$ cat config.mk
export PLATFORM = sky130hd
export DESIGN_NAME = wl_exit_seq
export DESIGN_NICKNAME = d
export VERILOG_FILES = /design/src/rtl/wl_exit_seq.sv
export SDC_FILE = /design/constraint.sdc
export NUM_CORES = 1
export LEC_CHECK = 0
export BUFFER_PORTS_ARGS = -buffer_cell sky130_fd_sc_hd__clkbuf_2
export CORE_MARGIN = 4
export CORE_UTILIZATION = 51
export CTS_BUF_LIST = sky130_fd_sc_hd__clkbuf_16
export CTS_CLUSTER_SIZE = 40
export DETAILED_ROUTE_END_ITERATION = 16
export HOLD_SLACK_MARGIN = 0.08
export PLACE_DENSITY = 0.91
export SYNTH_ARGS = -nofsm -noshare
export SYNTH_HDL_FRONTEND = slang
export SYNTH_SLANG_ARGS = --single-unit
$ cat constraint.sdc
create_clock -name clk -period 2.7 [get_ports clk]
set_input_delay 0.405 -clock clk [delete_from_list [all_inputs] [get_ports clk]]
set_output_delay 0.405 -clock clk [all_outputs]
set_load 0.03 [all_outputs]
$ cat src/rtl/wl_exit_seq.sv
module wl_exit_seq #(
  parameter int CNT_W   = 8,
  parameter int MR_W    = 16,
  parameter int LVL_BIT = 7
) (
  input  logic             clk,
  input  logic             rst_n,
  input  logic             exit_req,
  input  logic             dq_fb,
  input  logic [MR_W-1:0]  mr1_word,
  input  logic [CNT_W-1:0] t_wlo_cap,
  input  logic [CNT_W-1:0] t_is,
  input  logic [CNT_W-1:0] t_odt_off,
  input  logic [CNT_W-1:0] t_mrd,
  input  logic [CNT_W-1:0] t_mod,
  output logic             dqs_oe,
  output logic             odt,
  output logic             cs_n,
  output logic             ras_n,
  output logic             cas_n,
  output logic             we_n,
  output logic [2:0]       ba,
  output logic [MR_W-1:0]  addr,
  output logic             busy,
  output logic             fb_valid,
  output logic             fb_value,
  output logic             mrs_ok,
  output logic             ready
);

  localparam int EW = CNT_W + 1;
  localparam logic [2:0] MR1_SEL = 3'b001;

  typedef enum logic [2:0] {
    S_IDLE, S_HOLD, S_SETUP, S_TOFF, S_MRS, S_WAIT, S_DONE
  } st_t;

  st_t              st;
  logic [CNT_W-1:0] cnt;
  logic             take;
  logic             is_mrs;
  logic [MR_W-1:0]  mr1_clean;

  assign take      = exit_req && !busy;
  assign is_mrs    = (st == S_MRS);
  assign busy      = !(st == S_IDLE || st == S_DONE);
  assign dqs_oe    = (st == S_IDLE || st == S_HOLD);
  assign odt       = dqs_oe;
  assign ready     = (st == S_DONE);
  assign mrs_ok    = ready || (st == S_WAIT && cnt >= t_mrd);

  always_comb begin
    mr1_clean          = mr1_word;
    mr1_clean[LVL_BIT] = 1'b0;
  end

  assign cs_n  = 1'b0;
  assign ras_n = !is_mrs;
  assign cas_n = !is_mrs;
  assign we_n  = !is_mrs;
  assign ba    = is_mrs ? MR1_SEL : 3'b000;
  assign addr  = is_mrs ? mr1_clean : '0;

  always_ff @(posedge clk) begin
    if (!rst_n) begin
      st       <= S_IDLE;
      cnt      <= '0;
      fb_valid <= 1'b0;
      fb_value <= 1'b0;
    end else begin
      fb_valid <= 1'b0;
      if (take) begin
        st  <= S_HOLD;
        cnt <= t_wlo_cap - 1'b1;
      end else begin
        case (st)
          S_HOLD:
            if (cnt == '0) begin
              fb_value <= dq_fb;
              fb_valid <= 1'b1;
              st       <= S_SETUP;
              cnt      <= t_is - 1'b1;
            end else cnt <= cnt - 1'b1;
          S_SETUP:
            if (cnt == '0) begin
              st  <= S_TOFF;
              cnt <= t_odt_off - 1'b1;
            end else cnt <= cnt - 1'b1;
          S_TOFF:
            if (cnt == '0) st <= S_MRS;
            else cnt <= cnt - 1'b1;
          S_MRS: begin
            cnt <= {{(CNT_W-1){1'b0}}, 1'b1};
            st  <= (t_mod <= 1) ? S_DONE : S_WAIT;
          end
          S_WAIT:
            if (EW'(cnt) + EW'(1) >= EW'(t_mod)) st <= S_DONE;
            else cnt <= cnt + 1'b1;
          default: ;
        endcase
      end
    end
  end

  AST_ODT_NEEDS_DQS: assert property (@(posedge clk) disable iff (!rst_n)
    odt |-> dqs_oe);
  AST_MRS_TERM_OFF: assert property (@(posedge clk) disable iff (!rst_n)
    !ras_n |-> (!odt && !dqs_oe));
  AST_MRS_LVL_CLEAR: assert property (@(posedge clk) disable iff (!rst_n)
    (!ras_n && !cas_n && !we_n) |-> (!addr[LVL_BIT] && ba == MR1_SEL));
  AST_CMD_LEGAL: assert property (@(posedge clk) disable iff (!rst_n)
    ({cs_n, ras_n, cas_n, we_n} == 4'b0111) || ({cs_n, ras_n, cas_n, we_n} == 4'b0000));
  AST_STROBE_SINGLE: assert property (@(posedge clk) disable iff (!rst_n)
    fb_valid |=> !fb_valid);
  AST_STROBE_AFTER_DQS: assert property (@(posedge clk) disable iff (!rst_n)
    fb_valid |-> !dqs_oe);
  AST_READY_FLAGS: assert property (@(posedge clk) disable iff (!rst_n)
    ready |-> (mrs_ok && !odt && !busy));
  AST_BUSY_IGNORES_REQ: assert property (@(posedge clk) disable iff (!rst_n)
    (busy && !ready && !dqs_oe && exit_req) |=> !dqs_oe);

endmodule

==> run summary <==
RSZ-0062 raised after global routing -> true
Crit-path max FO -> 4
Peak VDD IR -> 0.438 mV
Layout cell share with drive strength beyond 1 -> 0.342
Sequential share of power -> 0.132
Crit path kind -> flop to flop
Period utilization -> 0.968
Setup WS post-layout -> 0.0853 ns
Gr usage total -> 0.250
Via count -> 2849
Syn-to-layout area delta -> 30.0%
Gr ovfl total -> 0
Remaining DRCs -> 0
I/O pins -> 90
Max frequency -> 382 MHz
Wl on met1 -> 3010 um
Tmin final -> 2.61 ns
Synth Instances -> 323
Largest net degree at the start of global routing -> 19
HP Class -> primary input to flop
Worst EP required -> 2.85 ns
PortBufs -> 84
TritonCTS clock tree -> done
Detail Route met3 WL -> 743 um
Hold_ws -> 0.399 ns
Ys async rst share -> 0
Die footprint -> 5860 um2
Crit path DAT -> 2.77 ns
Startpoint Class -> flop
Max-Cap Viols -> 0
Hold Buf Count CTS -> 0
Number of distinct library cells after synthesis -> 70
Top layer reached by signal wires -> met4
Yosys top cell area share -> 0.130
Number of synthesized flops with an enable pin -> 0
Slew Viols, Final -> 0
Worst skew pair latency -> 0.24 ns
CTS H-Tree Depth -> 1
Switching portion of total power -> 0.475
Post-synth top flop -> dfxtp_1
Reg clk slew, reported paths -> 0.05 ns
Vias in the first global route -> 2633
Die H -> 76.6 um
Post-synth top area cell -> ha_1
Avg Cell Area, Syn -> 7.43 um2
Post-DP HPWL -> 6230 um
Clock power frac -> 0.103
CTS buffer count -> 3
Final Hold Fails -> 0
CTS root buf -> clkbuf_16
Seq/Total Area, Yosys -> 0.109
Number of antenna violations at the first check in global routing -> 0
Int Power -> 1.41 mW
Area contributors post-synth -> ha_1, dfxtp_1, xnor2_1
Pre-antenna DRT Iters -> 5
DR vias/cell -> 5.95
Core Region -> 4440 um2
Antenna-violating nets left -> 0
Slew @ Worst Pin -> 0.670 ns
WL/cell -> 15.8 um
Power density cells -> 862 nW/um2
Global-route wire length before repair -> 12300 um
Slew margin rel. -> 0.550
FILL cells -> 384
Layout Skew -> 0.00320 ns
Iter 0 DRT Violations -> 173
Crit. End Element -> flop
Seq cells post-synth -> 13
Nets -> 513
Routed WL -> 7550 um
Gpl congestion -> 0.952
DP Worst Slack -> -0.120 ns
Switching component of the power -> 1.28 mW
# diodes -> 0
Synthesized cell area -> 2400 um2
# rows -> 24
Clock buffer depth -> 2
Die X -> 76.6 um
Static Leak -> 1.55 nW
Post-layout util -> 0.702
Met2 wire length -> 3550 um
Status -> finished clean
CTS Sinks -> 13
Count of final setup violators -> 0
Initial Util -> 0.540
Yosys warning total -> 0
Comb power frac -> 0.765
[area by class of cell]
cell class	count	area [um2]	area share
clock buffer	3	75.1	0.0241
inverter	28	105	0.0337
clock inverter	1	3.75	0.00120
timing repair buffer	121	713	0.229
multi-input combinational	261	1890	0.607
tap	52	65.1	0.0209
sequential	13	263	0.0842
[placed cells by master (no fill, tap or decap), types with 3 or more instances in the layout]
cell type  Yosys  final
a211oi_1       5      5
a21o_1         5      5
a21oi_1       17     17
a22oi_1        3      3
a31oi_1        6      6
and2_1        15     15
and3_1         4      3
and3_2         2      3
buf_4          9     37
clkbuf_16      0      3
clkbuf_2       0     83
conb_1         1      4
dfxtp_1       13     11
ha_1          25     24
inv_1         26     27
nand2_1       21     21
nand2b_1       4      4
nand3_1       14     14
nor2_1        11     11
nor2b_1        4      4
nor3_1        12     11
nor3b_1        3      3
nor4_1         4      4
o21a_1         3      3
o21ai_0       12     12
o221ai_1       4      4
o22ai_1        3      3
or3_1          5      5
or3b_2         3      3
xnor2_1       19     18
xor2_1         8      8
[power groups by stage]
stage	combinational [mW]	clock, mW	sequential [mW]
after global placement	1.93	0	0.347
after global routing	2.22	0.292	0.368
after detailed placement	1.95	0	0.351
after CTS	1.99	0.282	0.353
final	2.05	0.278	0.355
after floorplan	1.33	0	0.336
[sequential cells by signal, summed over array words and instances, names as in the netlist]
signal and flops:
fb_value 1, fb_valid 1, st 3, cnt 8
[metrics by stage]
stage / cells / setup TNS (ns) / power (mW) / cell area [um2]
2_1_floorplan: 326 / 0 / 1.66 / 2410
3_3_place_gp: 472 / 0 / 2.27 / 2980
3_5_place_dp: 472 / -0.140 / 2.30 / 2980
4_1_cts: 479 / 0 / 2.63 / 3100
5_1_grt: 479 / -0.0699 / 2.88 / 3120
6_report: 479 / 0 / 2.69 / 3120
[cell usage after synthesis (3+ instances only)]
cell type  instances
a21o_1             5
clkbuf_1           5
nor2_1            11
xor2_1             8
o21ai_0           12
and2_1            15
o221ai_1           4
ha_1              25
nor2b_1            4
xnor2_1           19
nor3b_1            3
nor4_1             4
dfxtp_1           13
a21oi_1           17
nand2_1           21
o21a_1             3
buf_2              4
nand3_1           14
o22ai_1            3
nor3_1            12
or3_1              5
inv_1             26
a31oi_1            6
a211oi_1           5
buf_4              9
buf_6              4
or3b_2             3
and3_1             4
nand2b_1           4
a22oi_1            3
[final timing paths]
path,slack (ns),cells after the start,from,endpoint
setup / recovery,0.09,12,cnt[1]$_SDFFE_PN0P_,st[0]$_SDFFE_PN0P_
hold / removal,0.40,2,exit_req,st[2]$_SDFFE_PP0P_
setup reg to reg,0.09,12,cnt[1]$_SDFFE_PN0P_,st[0]$_SDFFE_PN0P_
hold reg to reg,0.48,2,fb_value$_SDFFE_PN0P_,fb_value$_SDFFE_PN0P_
[per-layer routing]
metal  vias to the layer above  track usage
li1                       1381            -
met1                      1283        0.301
met2                       162        0.432
met3                        23       0.0544
met4                         0       0.0960
met5                         -            0
[logic make-up (layout without fill, tap and decap cells)]
kind of cell               after synthesis  after routing  synth area share
other                                    1              4           0.00156
AOI/OAI and AO/OA                       87             87             0.254
and+or+nand+nor                        115            115             0.276
xor gates and xnor gates                27             27            0.0986
muxes                                    2              2           0.00835
buffers and inverters                   52            153             0.118
adders and majority gates               26             26             0.135
DFF                                     13             13             0.109
[repair_timing]
action / in CTS / in global routing
endpoints found under the hold margin: 0 / 0
setup endpoints to repair: 4 / 11
pin swaps: 4 / 4
gates resized for setup: 5 / 6
setup buffers: 3 / 0
[worst max-delay path, stage by stage (launching register included)]
cell and delay (ns):
dfxtp_2 0.34, ha_2 0.18, nand3_1 0.13, xnor2_2 0.18, ha_1 0.30, a21o_1 0.17, a211o_1 0.28, a41oi_1 0.19
buf_4 0.17, o21a_1 0.17, buf_4 0.13, nand2_1 0.06, a311oi_1 0.24
No activity file was read; power rests on OpenSTA's default activity.
